`src/rtl/cmdrx_pkg.sv`:
```
package cmdrx_pkg;

    typedef enum logic [1:0] {
        ST_CMD  = 2'd0,
        ST_INV  = 2'd1,
        ST_EVAL = 2'd2,
        ST_ACK  = 2'd3
    } rx_state_t;

endpackage

```
`src/rtl/cmdrx_sync.sv`:
```
module cmdrx_sync #(
    parameter int          W       = 1,
    parameter logic [W-1:0] RST_VAL = '0
) (
    input  logic         clk,
    input  logic         rst_n,
    input  logic [W-1:0] d,
    output logic [W-1:0] q
);

    for (genvar i = 0; i < W; i++) begin : g_bit
        logic [1:0] stage;
        always_ff @(posedge clk or negedge rst_n) begin
            if (!rst_n) begin
                stage <= {2{RST_VAL[i]}};
            end else begin
                stage <= {stage[0], d[i]};
            end
        end
        assign q[i] = stage[1];
    end

endmodule

```
`src/rtl/cmdrx_link.sv`:
```
module cmdrx_link #(
    parameter int BYTE_W = 8
) (
    input  logic              clk,
    input  logic              rst_n,
    input  logic              sck_s,
    input  logic              sdi_s,
    input  logic              cs_n_s,
    input  logic [BYTE_W-1:0] tx_byte,
    output logic [BYTE_W-1:0] rx_byte,
    output logic              byte_done,
    output logic              cs_act,
    output logic              sdo
);

    localparam int CNT_W = $clog2(BYTE_W);
    localparam logic [CNT_W-1:0] LAST_BIT = CNT_W'(BYTE_W - 1);

    logic              sck_d;
    logic              cs_n_d;
    logic              rise;
    logic              fall;
    logic              frame_start;
    logic [CNT_W-1:0]  bit_cnt;
    logic [BYTE_W-1:0] rx_sh;
    logic [BYTE_W-1:0] tx_sh;

    // Edge detection on the synchronized pins
    always_ff @(posedge clk or negedge rst_n) begin
        if (!rst_n) begin
            sck_d  <= 1'b1;
            cs_n_d <= 1'b1;
        end else begin
            sck_d  <= sck_s;
            cs_n_d <= cs_n_s;
        end
    end

    assign rise        = !sck_d && sck_s;
    assign fall        = sck_d && !sck_s;
    assign cs_act      = !cs_n_s;
    assign frame_start = cs_n_d && !cs_n_s;

    // Receive path: capture on rising edge, count bits within one frame
    always_ff @(posedge clk or negedge rst_n) begin
        if (!rst_n) begin
            bit_cnt   <= '0;
            rx_sh     <= '0;
            byte_done <= 1'b0;
        end else begin
            byte_done <= 1'b0;
            if (!cs_act) begin
                bit_cnt <= '0;
            end else if (rise) begin
                rx_sh <= {rx_sh[BYTE_W-2:0], sdi_s};
                if (bit_cnt == LAST_BIT) begin
                    bit_cnt   <= '0;
                    byte_done <= 1'b1;
                end else begin
                    bit_cnt <= bit_cnt + 1'b1;
                end
            end
        end
    end

    assign rx_byte = rx_sh;

    // Transmit path: load at frame start, present next bit on falling edge
    always_ff @(posedge clk or negedge rst_n) begin
        if (!rst_n) begin
            tx_sh <= '1;
            sdo   <= 1'b1;
        end else if (!cs_act) begin
            sdo <= 1'b1;
        end else if (frame_start) begin
            tx_sh <= tx_byte;
        end else if (fall) begin
            sdo   <= tx_sh[BYTE_W-1];
            tx_sh <= {tx_sh[BYTE_W-2:0], 1'b1};
        end
    end

endmodule

```
`src/rtl/cmdrx_fsm.sv`:
```
module cmdrx_fsm
    import cmdrx_pkg::*;
#(
    parameter int                BYTE_W     = 8,
    parameter int                WORD_W     = 16,
    parameter logic [WORD_W-1:0] CODE_SPI   = 16'h0A51,
    parameter logic [WORD_W-1:0] CODE_DRIVE = 16'h0AD1,
    parameter logic [WORD_W-1:0] ACK_WORD   = 16'h5A5A
) (
    input  logic              clk,
    input  logic              rst_n,
    input  logic              byte_done,
    input  logic [BYTE_W-1:0] rx_byte,
    input  logic              err_clr,
    output logic [BYTE_W-1:0] tx_byte,
    output logic              own_spi,
    output logic              err_flag,
    output logic              in_eval,
    output logic              in_ack,
    output logic              chk_bad
);

    localparam int NBYTES = WORD_W / BYTE_W;
    localparam int IDX_W  = (NBYTES > 1) ? $clog2(NBYTES) : 1;
    localparam logic [IDX_W-1:0] LAST_IDX = IDX_W'(NBYTES - 1);

    rx_state_t         state;
    rx_state_t         nxt;
    logic [IDX_W-1:0]  byte_idx;
    logic [WORD_W-1:0] acc;
    logic [WORD_W-1:0] cmd_w;
    logic [WORD_W-1:0] acc_next;
    logic              last_byte;
    logic              pair_ok;
    logic [WORD_W-1:0] ack_sh;

    assign last_byte = (byte_idx == LAST_IDX);
    assign acc_next  = {acc[WORD_W-BYTE_W-1:0], rx_byte};
    assign pair_ok   = ((cmd_w ^ acc) == {WORD_W{1'b1}});

    // State register
    always_ff @(posedge clk or negedge rst_n) begin
        if (!rst_n) begin
            state <= ST_CMD;
        end else begin
            state <= nxt;
        end
    end

    // Next-state logic
    always_comb begin
        nxt = state;
        unique case (state)
            ST_CMD:  if (byte_done && last_byte) nxt = ST_INV;
            ST_INV:  if (byte_done && last_byte) nxt = ST_EVAL;
            ST_EVAL: nxt = pair_ok ? ST_ACK : ST_CMD;
            ST_ACK:  if (byte_done && last_byte) nxt = ST_CMD;
            default: nxt = ST_CMD;
        endcase
    end

    // Datapath and outputs
    always_ff @(posedge clk or negedge rst_n) begin
        if (!rst_n) begin
            byte_idx <= '0;
            acc      <= '0;
            cmd_w    <= '0;
            own_spi  <= 1'b0;
            err_flag <= 1'b0;
        end else begin
            unique case (state)
                ST_CMD: begin
                    if (byte_done) begin
                        acc      <= acc_next;
                        byte_idx <= last_byte ? '0 : byte_idx + 1'b1;
                        if (last_byte) cmd_w <= acc_next;
                    end
                end
                ST_INV: begin
                    if (byte_done) begin
                        acc      <= acc_next;
                        byte_idx <= last_byte ? '0 : byte_idx + 1'b1;
                    end
                end
                ST_EVAL: begin
                    byte_idx <= '0;
                    if (pair_ok) begin
                        if (cmd_w == CODE_SPI)        own_spi <= 1'b1;
                        else if (cmd_w == CODE_DRIVE) own_spi <= 1'b0;
                    end
                end
                ST_ACK: begin
                    if (byte_done) begin
                        byte_idx <= last_byte ? '0 : byte_idx + 1'b1;
                    end
                end
                default: byte_idx <= '0;
            endcase

            if (chk_bad) begin
                err_flag <= 1'b1;
            end else if (err_clr) begin
                err_flag <= 1'b0;
            end
        end
    end

    assign in_eval = (state == ST_EVAL);
    assign in_ack  = (state == ST_ACK);
    assign chk_bad = in_eval && !pair_ok;

    // Reply byte for the next frame: acknowledge slice in ST_ACK, idle ones otherwise
    assign ack_sh  = ACK_WORD >> ((int'(LAST_IDX) - int'(byte_idx)) * BYTE_W);
    assign tx_byte = in_ack ? ack_sh[BYTE_W-1:0] : {BYTE_W{1'b1}};

endmodule

```
`src/rtl/spi_cmd_rx.sv`:
```
module spi_cmd_rx #(
    parameter int                BYTE_W     = 8,
    parameter int                WORD_W     = 16,
    parameter logic [WORD_W-1:0] CODE_SPI   = 16'h0A51,
    parameter logic [WORD_W-1:0] CODE_DRIVE = 16'h0AD1,
    parameter logic [WORD_W-1:0] ACK_WORD   = 16'h5A5A
) (
    input  logic clk,
    input  logic rst_n,
    input  logic spi_sck,
    input  logic spi_cs_n,
    input  logic spi_sdi,
    output logic spi_sdo,
    input  logic err_clr,
    output logic own_spi,
    output logic err_flag
);

    logic [2:0]        pins_s;
    logic [BYTE_W-1:0] lnk_rx_byte;
    logic [BYTE_W-1:0] fsm_tx_byte;
    logic              lnk_byte_done;
    logic              lnk_cs_act;
    logic              fsm_in_eval;
    logic              fsm_in_ack;
    logic              fsm_chk_bad;

    cmdrx_sync #(
        .W       (3),
        .RST_VAL (3'b011)
    ) i_sync (
        .clk   (clk),
        .rst_n (rst_n),
        .d     ({spi_sdi, spi_cs_n, spi_sck}),
        .q     (pins_s)
    );

    cmdrx_link #(
        .BYTE_W (BYTE_W)
    ) i_link (
        .clk       (clk),
        .rst_n     (rst_n),
        .sck_s     (pins_s[0]),
        .sdi_s     (pins_s[2]),
        .cs_n_s    (pins_s[1]),
        .tx_byte   (fsm_tx_byte),
        .rx_byte   (lnk_rx_byte),
        .byte_done (lnk_byte_done),
        .cs_act    (lnk_cs_act),
        .sdo       (spi_sdo)
    );

    cmdrx_fsm #(
        .BYTE_W     (BYTE_W),
        .WORD_W     (WORD_W),
        .CODE_SPI   (CODE_SPI),
        .CODE_DRIVE (CODE_DRIVE),
        .ACK_WORD   (ACK_WORD)
    ) i_fsm (
        .clk       (clk),
        .rst_n     (rst_n),
        .byte_done (lnk_byte_done),
        .rx_byte   (lnk_rx_byte),
        .err_clr   (err_clr),
        .tx_byte   (fsm_tx_byte),
        .own_spi   (own_spi),
        .err_flag  (err_flag),
        .in_eval   (fsm_in_eval),
        .in_ack    (fsm_in_ack),
        .chk_bad   (fsm_chk_bad)
    );

endmodule

```
`config.mk`:
```
export PLATFORM = sky130hd
export DESIGN_NAME = spi_cmd_rx
export DESIGN_NICKNAME = d
export VERILOG_FILES = /design/src/rtl/cmdrx_pkg.sv /design/src/rtl/cmdrx_sync.sv /design/src/rtl/cmdrx_link.sv /design/src/rtl/cmdrx_fsm.sv /design/src/rtl/spi_cmd_rx.sv
export SDC_FILE = /design/constraint.sdc
export NUM_CORES = 1
export LEC_CHECK = 0
export ABC_AREA = 1
export BUFFER_PORTS_ARGS = -buffer_cell sky130_fd_sc_hd__buf_4
export CORE_ASPECT_RATIO = 2
export CORE_MARGIN = 2
export CORE_UTILIZATION = 37
export CTS_CLUSTER_SIZE = 24
export DETAILED_ROUTE_END_ITERATION = 8
export SLEW_MARGIN = 25
export SYNTH_ARGS = -nofsm -noshare
export SYNTH_HDL_FRONTEND = slang
export SYNTH_SLANG_ARGS = --single-unit
```
`constraint.sdc`:
```
create_clock -name clk -period 1.5 [get_ports clk]
set_input_delay 0.075 -clock clk [delete_from_list [all_inputs] [get_ports clk]]
set_output_delay 0.075 -clock clk [all_outputs]
set_load 0.01 [all_outputs]
```
==> metrics.txt, run 1 <==
Residual DRC 0; FF+latch count, synth 66; clock sinks 66; Final HPWL DP 4420 um; Rel. slew slack 0.737; TritonCTS clock tree built; cell area after synthesis 2920 um^2; placed cells 449; CTS Buffer Depth 2; detailed-route via count 2260; die area 8670 um^2; Synth-to-Final Area Change 19.6%; final-report hold violation count 0; Vias per Instance 4.81; worst r2r src i_fsm.cmd_w[12]$_DFFE_PN0P_; Finished Cell Area 3500 um^2; cells after synthesis 350; CTS H-tree lvls 3; Setup Crit Path Kind reg -> reg; post-synthesis sequential area ratio 0.571; I/O Pins 9; Post-CTS Setup Repair Bufs 0; final setup fails 0; skew final 0.00542 ns; max-slew violations 0; TritonCTS buffer count 9; critical path peak fanout 4; most common cell after layout, fill and taps aside nand2_1; min Tclk post-route 1.36 ns; ANT nets after route 0; FMAX 0.737 GHz; Syn Area/Cell 8.35 um^2; crit path DAT 1.57 ns; Worst-Margin Slew 0.394 ns; CP startpoint i_fsm.cmd_w[12]$_DFFE_PN0P_; pwr dens 1210 nW/um^2; PortBufs 8; Area after DPL 3130 um^2; Max VDD drop 0.601 mV; number of diodes 0; clock slew seen by the registers of the worst setup and hold paths 0.05 ns; Die X 66.8 um; P_leak 1.57 nW; Synth cell types 28; period utilisation layout 0.904; Overflow after GRT 0; Iteration-0 DRC Markers 102; FP Rows 45; core area 7600 um^2; Routed WL per cell 13.1 um; RSZ-0062 raised after global routing yes; Mapped Nets 358; GRT Total Usage 0.164; gp weighted congestion 0.915; reg2reg end i_fsm.own_spi$_DFFE_PN0P_; first-pass GRT wire length 10300 um; Die H 130 um; worst hold path type in -> async; Starting Density 0.385; largest net degree at the start of global routing 51; reg2reg setup slack 0.14 ns; initial antenna violation count 0; Max-cap violations 0; vias in the first global route 2252; Post-Route WL 6170 um; Worst setup SP type flip-flop; First-pass DRT Iterations 4; Worst-Skew Late Latency 0.32 ns; nature of the critical path endpoint flip-flop; Syn. warnings 0; share of cells above drive strength 1 0.154; critical path required time 1.71 ns; outcome complete, no violations; # nets final 379; Root Buffer clkbuf_16; final non-filler cell total 470; commonest cells after routing, fill and taps aside nand2_1 (98), dfrtp_1 (49), inv_1 (46); Reg2Reg Depth 10
what timing repair did:
item,4_1_cts,5_1_grt
hold buffers,5,0
hold endpoints to repair,63,0
setup endpoints to repair,0,5
resized for setup,0,7
registers in the layout, indices dropped and copies added, names as in the netlist, 2 cells and up:
name	count
i_link.tx_sh	8
i_fsm.state	2
i_fsm.cmd_w	16
i_link.bit_cnt	3
i_sync.g_bit.stage	6
i_fsm.acc	16
i_link.rx_byte	8
layout make-up:
type                       instances  area, um^2
sequential                        66        1670
clock inverter                     1        5.00
tap                               94         118
multi-input combinational        225        1040
clock buffer                      15         299
inverter                          51         191
fill                             773        4110
timing repair buffer              18         173
power by group:
part / internal [mW] / switching [mW]
Sequential: 1.90 / 0.0588
Clock: 1.35 / 0.703
Combinational: 0.0749 / 0.132
Total: 3.33 / 0.894
kinds of logic (layout without fill, tap and decap cells):
family | count (synthesis) | after routing | share of synthesized area
DFF | 66 | 66 | 0.571
adders and majority gates | 2 | 2 | 0.00856
AOI/OAI and AO/OA | 54 | 54 | 0.0972
and+or+nand+nor | 166 | 166 | 0.232
xor gates and xnor gates | 2 | 2 | 0.00856
muxes | 1 | 1 | 0.00385
buffers and inverters | 59 | 85 | 0.0779
cells in the mapped netlist:
cell type,number,share of area
mux2_1,1,0.0039
ha_1,2,0.0086
a21oi_1,1,0.0017
o21ai_0,28,0.048
nand4_1,3,0.0064
dfrtp_1,51,0.44
buf_2,5,0.0086
nor3b_1,1,0.0026
o22ai_1,3,0.0064
xor2_2,1,0.0056
nor2_4,1,0.0039
xor2_1,1,0.0030
clkbuf_1,3,0.0039
nor4_1,3,0.0064
nand3_1,9,0.015
o31ai_1,1,0.0026
nor2_1,41,0.053
nor2_2,1,0.0021
inv_1,47,0.060
a32oi_1,1,0.0030
dfstp_2,15,0.13
nor3_1,5,0.0086
inv_2,4,0.0051
nand3b_2,1,0.0039
nand2_1,100,0.13
o21ai_1,17,0.029
a31oi_1,3,0.0064
nand2_2,1,0.0021
worst max-delay path: stages, from the launching register on:
cell and delay [ns]:
dfrtp_1 0.42, inv_1 0.09, nand2_1 0.05, nand2_1 0.13, nand2_1 0.07, nor2_1 0.13, nand2_2 0.07, nor2_1 0.10
nand3_1 0.07, nand2_1 0.07, nand2_1 0.04
per-stage QoR:
step	power, mW	util	TNS (ns)	worst slack [ns]	hold slack [ns]
2_1_floorplan	2.08	-	0	0.321	-0.221
3_3_place_gp	2.19	0.411	0	0.122	-0.0418
3_5_place_dp	2.19	0.411	0	0.110	-0.0405
4_1_cts	4.28	0.458	0	0.100	0.155
5_1_grt	4.39	0.460	-0.0109	-0.0109	0.180
6_report	4.22	0.460	0	0.144	0.159
layer usage:
metal,GRT usage,part of all wire
met1,0.156,0.37
met2,0.288,0.54
met3,0.0336,0.027
met4,0.144,0.063
met5,0,0
how the worst max path moves through the flow:
stage	end	depth (start not counted)
2_1_floorplan	i_fsm.own_spi$_DFFE_PN0P_	10
3_3_place_gp	i_link.tx_sh[7]$_DFFE_PN1P_	6
3_5_place_dp	i_link.tx_sh[7]$_DFFE_PN1P_	6
4_1_cts	i_link.tx_sh[7]$_DFFE_PN1P_	6
5_1_grt	i_fsm.own_spi$_DFFE_PN0P_	10
6_report	i_fsm.own_spi$_DFFE_PN0P_	10
Note: power is estimated with default switching activity, not from simulation.
==> run 2, diff against run 1 <==
--- a/config.mk
+++ b/config.mk
@@ -12,6 +12,7 @@
 export CORE_UTILIZATION = 37
 export CTS_CLUSTER_SIZE = 24
 export DETAILED_ROUTE_END_ITERATION = 8
+export SETUP_SLACK_MARGIN = 0.4
 export SLEW_MARGIN = 25
 export SYNTH_ARGS = -nofsm -noshare
 export SYNTH_HDL_FRONTEND = slang
==> metrics.txt, run 2 (synthesis gave the netlist of run 1 again) <==
reg2reg setup slack 0.13 ns (was 0.14 ns); FP Rows 45 (unchanged); Reg2Reg Depth 7 (was 10); share of cells above drive strength 1 0.362 (was 0.154); RSZ-0062 raised after global routing yes (unchanged); final-report hold violation count 0 (unchanged); Min Hold Slack 0.244 ns (was 0.159 ns); number of diodes 0 (unchanged); Final Total Pwr 4.26 mW (was 4.22 mW); Residual DRC 0 (unchanged); PortBufs 8 (unchanged); largest net degree at the start of global routing 37 (was 51); Largest regs i_fsm.acc (16), i_fsm.cmd_w (16) (unchanged); skew final 0.00740 ns (was 0.00542 ns); WP depth 7 (was 10); Setup Crit Path Kind reg -> reg (unchanged); Root Buffer clkbuf_16 (unchanged); core area 7600 um^2 (unchanged); Worst path slowest cell dfrtp_1 (unchanged); setup_tns 0 ns (unchanged); Critical Path End i_fsm.own_spi$_DFFE_PN0P_ (unchanged); Worst-Margin Slew 0.472 ns (was 0.394 ns); critical path's top delay family simple AND/OR/NAND/NOR gates (unchanged); TritonCTS buffer count 9 (unchanged); initial antenna violation count 0 (unchanged); most common cell after layout, fill and taps aside nand2_1 (unchanged); Overflow after GRT 0 (unchanged); outcome complete, no violations (unchanged); Die H 130 um (unchanged); commonest cells after routing, fill and taps aside nand2_1 (73), dfrtp_1 (48), inv_1 (39) (was nand2_1 (98), dfrtp_1 (49), inv_1 (46)); nature of the critical path endpoint flip-flop (unchanged); Worst setup SP type flip-flop (unchanged); pwr dens 1060 nW/um^2 (was 1210 nW/um^2); ANT nets after route 0 (unchanged); worst r2r src i_fsm.cmd_w[2]$_DFFE_PN0P_ (was i_fsm.cmd_w[12]$_DFFE_PN0P_); Final HPWL DP 4240 um (was 4420 um); CTS Buffer Depth 2 (unchanged); period utilisation layout 0.916 (was 0.904); first-pass GRT wire length 11700 um (was 10300 um); CP startpoint i_fsm.cmd_w[2]$_DFFE_PN0P_ (was i_fsm.cmd_w[12]$_DFFE_PN0P_); FMAX 0.728 GHz (was 0.737 GHz); final setup fails 0 (unchanged); crit path DAT 1.60 ns (was 1.57 ns); min Tclk post-route 1.37 ns (was 1.36 ns); First-pass DRT Iterations 4 (unchanged); clock sinks 66 (unchanged); WP buf/inv 1 (unchanged); # nets final 406 (was 379); critical path peak fanout 3 (was 4); Vias per Instance 4.91 (was 4.81); CTS H-tree lvls 3 (unchanged); reg2reg end i_fsm.own_spi$_DFFE_PN0P_ (unchanged); Post-Route WL 7110 um (was 6170 um); I/O Pins 9 (unchanged); Rel. slew slack 0.686 (was 0.737); P_leak 1.81 nW (was 1.57 nW); Worst-Skew Late Latency 0.33 ns (was 0.32 ns); Max-cap violations 0 (unchanged); critical path required time 1.72 ns (was 1.71 ns); die area 8670 um^2 (unchanged); clock slew seen by the registers of the worst setup and hold paths 0.06 ns (was 0.05 ns); worst path cell trace buf_4 -> nor3_1 -> nand3_1 -> nor2_2 -> nand3_1 -> nand2_1 -> nand2_1 (was inv_1 -> nand2_1 -> nand2_1 -> nand2_1 -> nor2_1 -> nand2_2 -> nor2_1 -> nand3_1 -> nand2_1 -> nand2_1); worst hold path type in -> async (unchanged); detailed-route via count 2441 (was 2260); gp weighted congestion 0.911 (was 0.915); Synth-to-Final Area Change 37.4% (was 19.6%); TritonCTS clock tree built (unchanged); Max VDD drop 0.715 mV (was 0.601 mV); Starting Density 0.385 (unchanged); Iteration-0 DRC Markers 140 (was 102); Die X 66.8 um (unchanged); vias in the first global route 2444 (was 2252); GRT Total Usage 0.187 (was 0.164); max-slew violations 0 (unchanged); Routed WL per cell 14.3 um (was 13.1 um); Crit path largest cell delay 0.40 ns (was 0.42 ns)
==> run 2: changes by cell type in the layout (fill, tap and decap cells not counted), moves of 12 or more <==
cell,change
o21ai_0,-13
nand2_2,+24
nand2_1,-25
nor2_1,-12
buf_4,+13
==> run 2: area by class of cell <==
type                    instances  area (um^2)
clock buffers                  11          253
clock inverters                 5         35.0
fillers                       688         3580
inverters                      51          198
multi-input cells             225         1250
flip-flops and latches         66         1670
well taps                      94          118
repair buffers                 44          478
repair inverters                1         7.51
==> run 2: worst min-delay path by stage <==
stage | cells after the start | start | endpoint
finish | 2 | rst_n | i_link.rx_byte[6]$_DFFE_PN0P_
global route | 2 | rst_n | i_fsm.acc[6]$_DFFE_PN0P_
CTS | 2 | rst_n | i_fsm.byte_idx$_DFFE_PN0P_
detailed placement | 1 | rst_n | i_fsm.byte_idx$_DFFE_PN0P_
global placement | 1 | rst_n | i_fsm.byte_idx$_DFFE_PN0P_
floorplan | 0 | rst_n | i_fsm.acc[0]$_DFFE_PN0P_
==> run 2: power by group <==
part           total, mW  internal [mW]  leakage [nW]  switching, mW
logic              0.287          0.122         0.808          0.165
registers           1.97           1.90         0.852         0.0688
clock network       2.00           1.21         0.147          0.786
total               4.26           3.24          1.81           1.02
==> run 2: worst register-to-register path: stages, from the launching register on <==
cell and delay (ns):
dfrtp_1 0.40, buf_4 0.16, nor3_1 0.23, nand3_1 0.13, nor2_2 0.14, nand3_1 0.09, nand2_1 0.08, nand2_1 0.05
==> run 2: timing repair <==
item	4_1_cts	5_1_grt
setup endpoints to repair	51	58
buffers inserted	17	3
hold buffers	5	0
gates resized for setup	75	29
pin swaps	19	6
cloned	7	0
hold endpoints to repair	24	0
==> run 2: routing by layer <==
metal,routed length (um),part of all wire,track usage
met2,4070,0.57,0.335
met5,0,0,0
met1,2520,0.35,0.192
met3,209,0.029,0.0440
met4,306,0.043,0.107
==> run 2: stage by stage <==
stage / worst slack [ns] / util / instances / cell area, um^2
final: 0.125 / 0.528 / 497 / 4020
after global routing: 0.0340 / 0.528 / 497 / 4020
after CTS: 0.208 / 0.513 / 494 / 3900
after detailed placement: 0.115 / 0.412 / 449 / 3130
after global placement: 0.124 / 0.412 / 449 / 3130
after floorplan: 0.348 / - / 350 / 2950
